## config.mk

```make
export PLATFORM = sky130hd
export DESIGN_NAME = sgi_dispatch
export DESIGN_NICKNAME = d
export VERILOG_FILES = /design/src/rtl/sgi_pkg.sv /design/src/rtl/sgi_wr_decode.sv /design/src/rtl/sgi_target_sel.sv /design/src/rtl/sgi_dispatch.sv
export SDC_FILE = /design/constraint.sdc
export NUM_CORES = 1
export LEC_CHECK = 0
export BUFFER_PORTS_ARGS = -buffer_cell sky130_fd_sc_hd__clkbuf_2
export CORE_UTILIZATION = 38
export CTS_BUF_LIST = sky130_fd_sc_hd__clkbuf_8
export CTS_CLUSTER_DIAMETER = 30
export DETAILED_ROUTE_END_ITERATION = 16
export PLACE_DENSITY = 0.86
export RECOVER_POWER = 50
export SLEW_MARGIN = 20
export SYNTH_ARGS = -nofsm -noshare
export SYNTH_HDL_FRONTEND = slang
export SYNTH_SLANG_ARGS = --single-unit
```

## constraint.sdc

```tcl
create_clock -name clk -period 4.7 [get_ports clk]
set_clock_uncertainty 0.2 [all_clocks]
set_input_delay 0.47 -clock clk [delete_from_list [all_inputs] [get_ports clk]]
set_output_delay 0.47 -clock clk [all_outputs]
set_load 0.05 [all_outputs]
```

## src/rtl/sgi_pkg.sv

```systemverilog
package sgi_pkg;
   // Field positions in the command word
   localparam int ID_LSB   = 0;
   localparam int LIST_LSB = 16;
   localparam int FILT_LSB = 24;

   typedef enum logic [1:0] {
      FLT_LIST   = 2'd0,
      FLT_OTHERS = 2'd1,
      FLT_SELF   = 2'd2,
      FLT_ALL    = 2'd3
   } sgi_filter_e;
endpackage

```

## src/rtl/sgi_wr_decode.sv

```systemverilog
module sgi_wr_decode #(
   parameter int ADDR_W  = 12,
   parameter logic [ADDR_W-1:0] REG_OFS = 12'hF00
) (
   input  logic              wr_en,
   input  logic [ADDR_W-1:0] wr_addr,
   input  logic [3:0]        wr_be,
   output logic              hit
);
   // A full-word write to the command register is the only accepted form
   assign hit = wr_en && (wr_addr == REG_OFS) && (&wr_be);
endmodule

```

## src/rtl/sgi_target_sel.sv

```systemverilog
module sgi_target_sel
   import sgi_pkg::*;
#(
   parameter int NUM_CPU = 4,
   localparam int CPU_W  = (NUM_CPU > 1) ? $clog2(NUM_CPU) : 1
) (
   input  sgi_filter_e        filt,
   input  logic [NUM_CPU-1:0] list,
   input  logic [CPU_W-1:0]   req_cpu,
   output logic [NUM_CPU-1:0] targets
);
   localparam logic [NUM_CPU-1:0] ALL_MASK = {NUM_CPU{1'b1}};

   logic [NUM_CPU-1:0] self_vec;

   genvar g;
   generate
      if (NUM_CPU == 1) begin : g_single
         assign self_vec = 1'b1;
      end else begin : g_multi
         for (g = 0; g < NUM_CPU; g++) begin : g_self
            assign self_vec[g] = (req_cpu == CPU_W'(g));
         end
      end
   endgenerate

   always_comb begin
      unique case (filt)
         FLT_LIST:   targets = list;
         FLT_OTHERS: targets = ALL_MASK & ~self_vec;
         FLT_SELF:   targets = self_vec;
         default:    targets = ALL_MASK;
      endcase
   end
endmodule

```

## src/rtl/sgi_dispatch.sv

```systemverilog
module sgi_dispatch
   import sgi_pkg::*;
#(
   parameter int NUM_CPU = 4,
   parameter int ADDR_W  = 12,
   parameter int ID_W    = 10,
   parameter logic [ADDR_W-1:0] REG_OFS = 12'hF00,
   localparam int CPU_W  = (NUM_CPU > 1) ? $clog2(NUM_CPU) : 1
) (
   input  logic               clk,
   input  logic               rst_n,
   input  logic               wr_en,
   input  logic [ADDR_W-1:0]  wr_addr,
   input  logic [3:0]         wr_be,
   input  logic [31:0]        wr_data,
   input  logic [CPU_W-1:0]   req_cpu,
   output logic [NUM_CPU-1:0] set_pend,
   output logic [ID_W-1:0]    set_id
);
   generate
      if (NUM_CPU < 1 || NUM_CPU > 8) begin : g_bad_cpu
         $error("sgi_dispatch: NUM_CPU must lie in 1..8");
      end
      if (ID_W < 1 || ID_W > 10) begin : g_bad_id
         $error("sgi_dispatch: ID_W must lie in 1..10");
      end
      if (ADDR_W < 12) begin : g_bad_addr
         $error("sgi_dispatch: ADDR_W must be at least 12");
      end
   endgenerate

   logic               hit;
   logic [NUM_CPU-1:0] targets;
   sgi_filter_e        filt;
   logic               unused_bits;

   assign filt        = sgi_filter_e'(wr_data[FILT_LSB +: 2]);
   assign unused_bits = ^{wr_data[31:FILT_LSB+2], wr_data[FILT_LSB-1:LIST_LSB+NUM_CPU],
                          wr_data[LIST_LSB-1:ID_LSB+ID_W]};

   sgi_wr_decode #(.ADDR_W(ADDR_W), .REG_OFS(REG_OFS)) u_dec (
      .wr_en   (wr_en),
      .wr_addr (wr_addr),
      .wr_be   (wr_be),
      .hit     (hit)
   );

   sgi_target_sel #(.NUM_CPU(NUM_CPU)) u_sel (
      .filt    (filt),
      .list    (wr_data[LIST_LSB +: NUM_CPU]),
      .req_cpu (req_cpu),
      .targets (targets)
   );

   always_ff @(posedge clk) begin
      if (!rst_n) begin
         set_pend <= '0;
         set_id   <= '0;
      end else begin
         set_pend <= hit ? targets : '0;
         if (hit) set_id <= wr_data[ID_LSB +: ID_W];
      end
   end

   // rejected writes produce no strobe
   p_reject_r2: assert property (@(posedge clk) disable iff (!rst_n)
      !(wr_en && wr_addr == REG_OFS && wr_be == 4'hF) |=> (set_pend == '0));
   // number follows the accepted word
   p_id_r4: assert property (@(posedge clk) disable iff (!rst_n)
      (wr_en && wr_addr == REG_OFS && wr_be == 4'hF) |=> (set_id == $past(wr_data[ID_W-1:0])));
   // list mode never targets a processor outside the list
   p_list_r5: assert property (@(posedge clk) disable iff (!rst_n)
      (wr_en && wr_addr == REG_OFS && wr_be == 4'hF && wr_data[25:24] == 2'd0)
      |=> ((set_pend & ~$past(wr_data[LIST_LSB +: NUM_CPU])) == '0));
   // writer excluded
   p_others_r6: assert property (@(posedge clk) disable iff (!rst_n)
      (wr_en && wr_addr == REG_OFS && wr_be == 4'hF && wr_data[25:24] == 2'd1)
      |=> !set_pend[$past(req_cpu)]);
   // at most the writer
   p_self_r7: assert property (@(posedge clk) disable iff (!rst_n)
      (wr_en && wr_addr == REG_OFS && wr_be == 4'hF && wr_data[25:24] == 2'd2)
      |=> $onehot0(set_pend));
   // reserved code reaches everyone
   p_all_r8: assert property (@(posedge clk) disable iff (!rst_n)
      (wr_en && wr_addr == REG_OFS && wr_be == 4'hF && wr_data[25:24] == 2'd3)
      |=> (set_pend == {NUM_CPU{1'b1}}));
endmodule

```

# Word-level counts from Yosys, hierarchy flattened
# Cells that the tools add are included.
# word_totals
regBits,14
in_bits,53
out_inout_bits,14
wordCells,16
# classes
eq_ne,6
bitwise,1
n_reduce_logical,6
mux,1
# ops
operator,n
$eq A12 B12 Y1 const B,1
$pmux W4 S3,1
$eq A2 B2 Y1 const B,3
$eq A2 B1 Y1 const B,2
$logic_not A2 Y1,2
$not A4 Y4,1
$reduce_and A4 Y1,1
$logic_and A1 B1 Y1,2
$reduce_and A2 Y1,1

# Longest topological paths before layout
# depth
ltp_word,4
mapped_depth,5
depth_no_buf,4

# Hierarchy
# A second synthesis with hierarchy kept.
# hier_totals
cells_unflattened,60
area_unflattened_um2,655.6
# modules_own_cells
mod,seq_area_each_um2,area_each_um2,instances,cells_each
sgi_dispatch,280.3,508.0,1,41
sgi_target_sel,0.0,96.3,1,13
sgi_wr_decode,0.0,51.3,1,6

# Least setup slack after synthesis
# Ideal clock, no wire load.
# synth_path
path_kind,input to register
from,in wr_addr[1]
to,reg set_id[0]
setup_time_ns,0.120
path_stages,4
slack_ns,2.592
required_ns,4.380
t_arrival_ns,1.788
path_cell_list,or4_4 > or4_4 > buf_6 > mux2i_1
# synth_between
elab_chain_len,3
# synth_rtl
element,line_no,source
start: declaration,sgi_dispatch.sv:13,"input logic [ADDR_W-1:0] wr_addr,"
$eq A12 B12 Y1,sgi_wr_decode.sv:11,assign hit = wr_en && (wr_addr == REG_OFS) && (&wr_be);
$logic_and A1 B1 Y1 (2 in a row),sgi_wr_decode.sv:11,
end signal: assignment,sgi_dispatch.sv:61,if (hit) set_id <= wr_data[ID_LSB +: ID_W];
end: declaration,sgi_dispatch.sv:18,output logic [ID_W-1:0] set_id
# Every way passes these cells.
# A chain may end at the register's enable or synchronous reset.

# Worst setup path in the final report
# layout_path
from,in wr_addr[1]
to,reg set_id[4]
# The elaborated chain is that of the path after synthesis.

==> impl_metrics.yaml <==
grt:
  overflow: 0
  grt_usage_pct: 17.9
  grt_pass1_vias: 660
  grt_first_pass_wirelength_um: 2520
  grt_max_degree: 22
  antenna_found_initial: 0
setup_path:
  path_cells: "clkbuf_2 -> or4_4 -> or4_4 -> mux2i_1"
  endpoint_kind: "flop"
  cp_slowest_stage_delay_ns: 0.67
  criticalPathCategory: "in2reg"
  path_max_fanout: 10
  required_ns: 4.66
  crit_top_cell: "or4_4"
  critPathTopFamily: "simple AND/OR/NAND/NOR gates"
  start_kind: "input pin"
  critical_path_arrival_ns: 1.96
  crit_buf_inv: 1
  slowest_stage: "or4_4"
logic_synthesis:
  synthSimpleGateAreaFrac_pct: 29.7
  synth_top_cell_area_share_pct: 42.9
  synth-seq-cells: 14
  synth_xor_area_share_pct: 0
  synth_top_family_by_area: "simple AND/OR/NAND/NOR gates"
  synth.yosys.seq_area_share_pct: 42.9
  synthTopCellsByArea: "dfxtp_1, mux2i_1, nand2_1"
  netlist_area_um2: 653
  yosysUniqueCellTypes: 13
  synthFlopType: "dfxtp_1"
  async_reset_ff_share_pct: 0
  syn_nets: 130
  syn_inst: 77
  synth_commonest_cells: "nand2_1, dfxtp_1, mux2i_1, a21oi_1"
  syn_avg_cell_area_um2: 8.48
  synthMuxAreaShare_pct: 21.5
  synth_compound_area_share_pct: 3.07
  yosys_warnings: 0
  synth_edf_count: 0
  yosysMostFrequentCell: "nand2_1"
  yosys.area_share.adder_pct: 0
  synth_top_cell_by_area: "dfxtp_1"
clocking:
  hold_buffers: 0
  root_buffer: "clkbuf_8"
  cts_resized: 0
  cts_tree: "yes"
  post-cts-setup-buffer-count: 0
  clockBufferDepth: 2
  clkTransAtPathRegs_ns: 0.06
  htree_levels: 1
  cts_sinks: 14
  clock_latency_ns: 0.24
  numCtsBuffers: 3
route:
  drc_errors: 4
  wirelength_um: 1460
  routed-via-count: 721
  antenna_left: 0
  via_per_inst: 5.01
  drt-wirelength-per-cell_um: 10.1
  dr.pass1.iters: 10
  drt_iter0_markers: 16
job:
  cap_violations: 0
power_and_ir_drop:
  internal-power_uw: 208
  power.switching_uw: 53.7
  comb_power_share_pct: 10.8
  ir_drop_mv: 0.219
  p_leak_uw: 0.000498
  pwr-share-clk_pct: 43.9
  powerDensity_nw_per_um2: 278
  pwr-share-seq_pct: 45.3
  sw_frac_of_total_pct: 20.5
floorplanning:
  fp.dieW_um: 43.5
  core_um2: 1560
  floorplan.rows: 14
  die_h_um: 43.5
  pin_count: 67
  dieArea_um2: 1890
  initial_core_util_pct: 41.9
outcome:
  outcome: "complete, but fails checks"
  violations: "design-rule violations"
cells_and_area:
  drive_gt1_share_pct: 32.8
  diodes: 0
  final_nets: 182
  area_growth_pct: 44.3
  final_cells: 144
timing:
  fin_crit_ns: 1.99
  final-hold-violation-count: 0
  setup_violations: 0
  slew_headroom_pct: 59.8
  max_freq_mhz: 501
  min_period_over_period_pct: 42.4
  tightest_slew_ns: 0.606
  drv_slew: 0
  rsz0062_at_grt: "false"
  setup_tns_ns: 0
placement:
  post-dp-hpwl_um: 1200
  gp_congestion: 0.674
  placed_cells_incl_taps: 140
  portBuffers: 50
worst_hold_path:
  hp-class: "in2reg"
power by group through the flow:
stage	sequential, µW	clock, µW	combinational, µW
global route	119	126	31.8
finish	119	115	28.2
global placement	121	0	27.2
CTS	119	119	28.3
floorplan	121	0	10.1
detailed placement	121	0	28.3
flip-flops by register name (all words and copies together) (netlist names):
register	cells
set_id	10
set_pend	4
layout make-up:
class,instances,area (µm²)
repair buffers,50,233
flip-flops and latches,14,280
clock buffers,4,55.1
fillers,150,617
multi-input cells,60,354
well taps,16,20.0
final timing paths:
path | startpoint | to | slack, ns | cells after the start
max | wr_addr[1] | set_id[4]$_SDFFE_PN0P_ | 2.71 | 4
min | wr_data[8] | set_id[8]$_SDFFE_PN0P_ | 0.25 | 3
max reg2reg | set_id[4]$_SDFFE_PN0P_ | set_id[4]$_SDFFE_PN0P_ | 3.86 | 2
min reg2reg | set_id[5]$_SDFFE_PN0P_ | set_id[5]$_SDFFE_PN0P_ | 0.26 | 2
worst reg2reg max path, delay by kind of cell, from the launching register on:
| kind | cells | cell delay [ns] |
|---|---|---|
| AND/OR/NAND/NOR | 1 | 0.05 |
| flip-flops | 1 | 0.34 |
| multiplexers | 1 | 0.16 |
cells by family after synthesis:
family                 Yosys count
muxes                           14
and+or+nand+nor                 42
AOI/OAI and AO/OA                4
DFF                             14
buffers and inverters            3
metal layers:
layer  GRT usage [%]  routed length [µm]  vias up
li1                -                   -      366
met1            18.1                 551      317
met2            33.9                 775       34
met3            5.00                 107        4
met4            7.50                  24        0
met5               0                   0        -
placed cells by master, fill, tap and decap left out, types with 3 or more instances in the layout:
master,synthesis,layout
mux2i_1,14,14
clkbuf_8,0,4
nand2_1,26,26
nand4_1,3,3
clkbuf_2,0,36
nand3_1,3,3
dfxtp_1,14,14
a21oi_1,4,4
nor2_1,3,3
clkbuf_1,2,14
per-stage QoR:
stage	power, µW	setup slack (ns)	hold WS [ns]	util [%]	area, µm²
CTS	266	2.68	0.240	61.6	960
global route	277	2.68	0.256	60.4	942
detailed placement	150	2.43	0.251	58.0	905
global placement	148	2.48	0.243	58.0	905
finish	262	2.71	0.245	60.4	942
floorplan	131	2.59	0.409	-	653
Power figures use the tool's default switching activity.
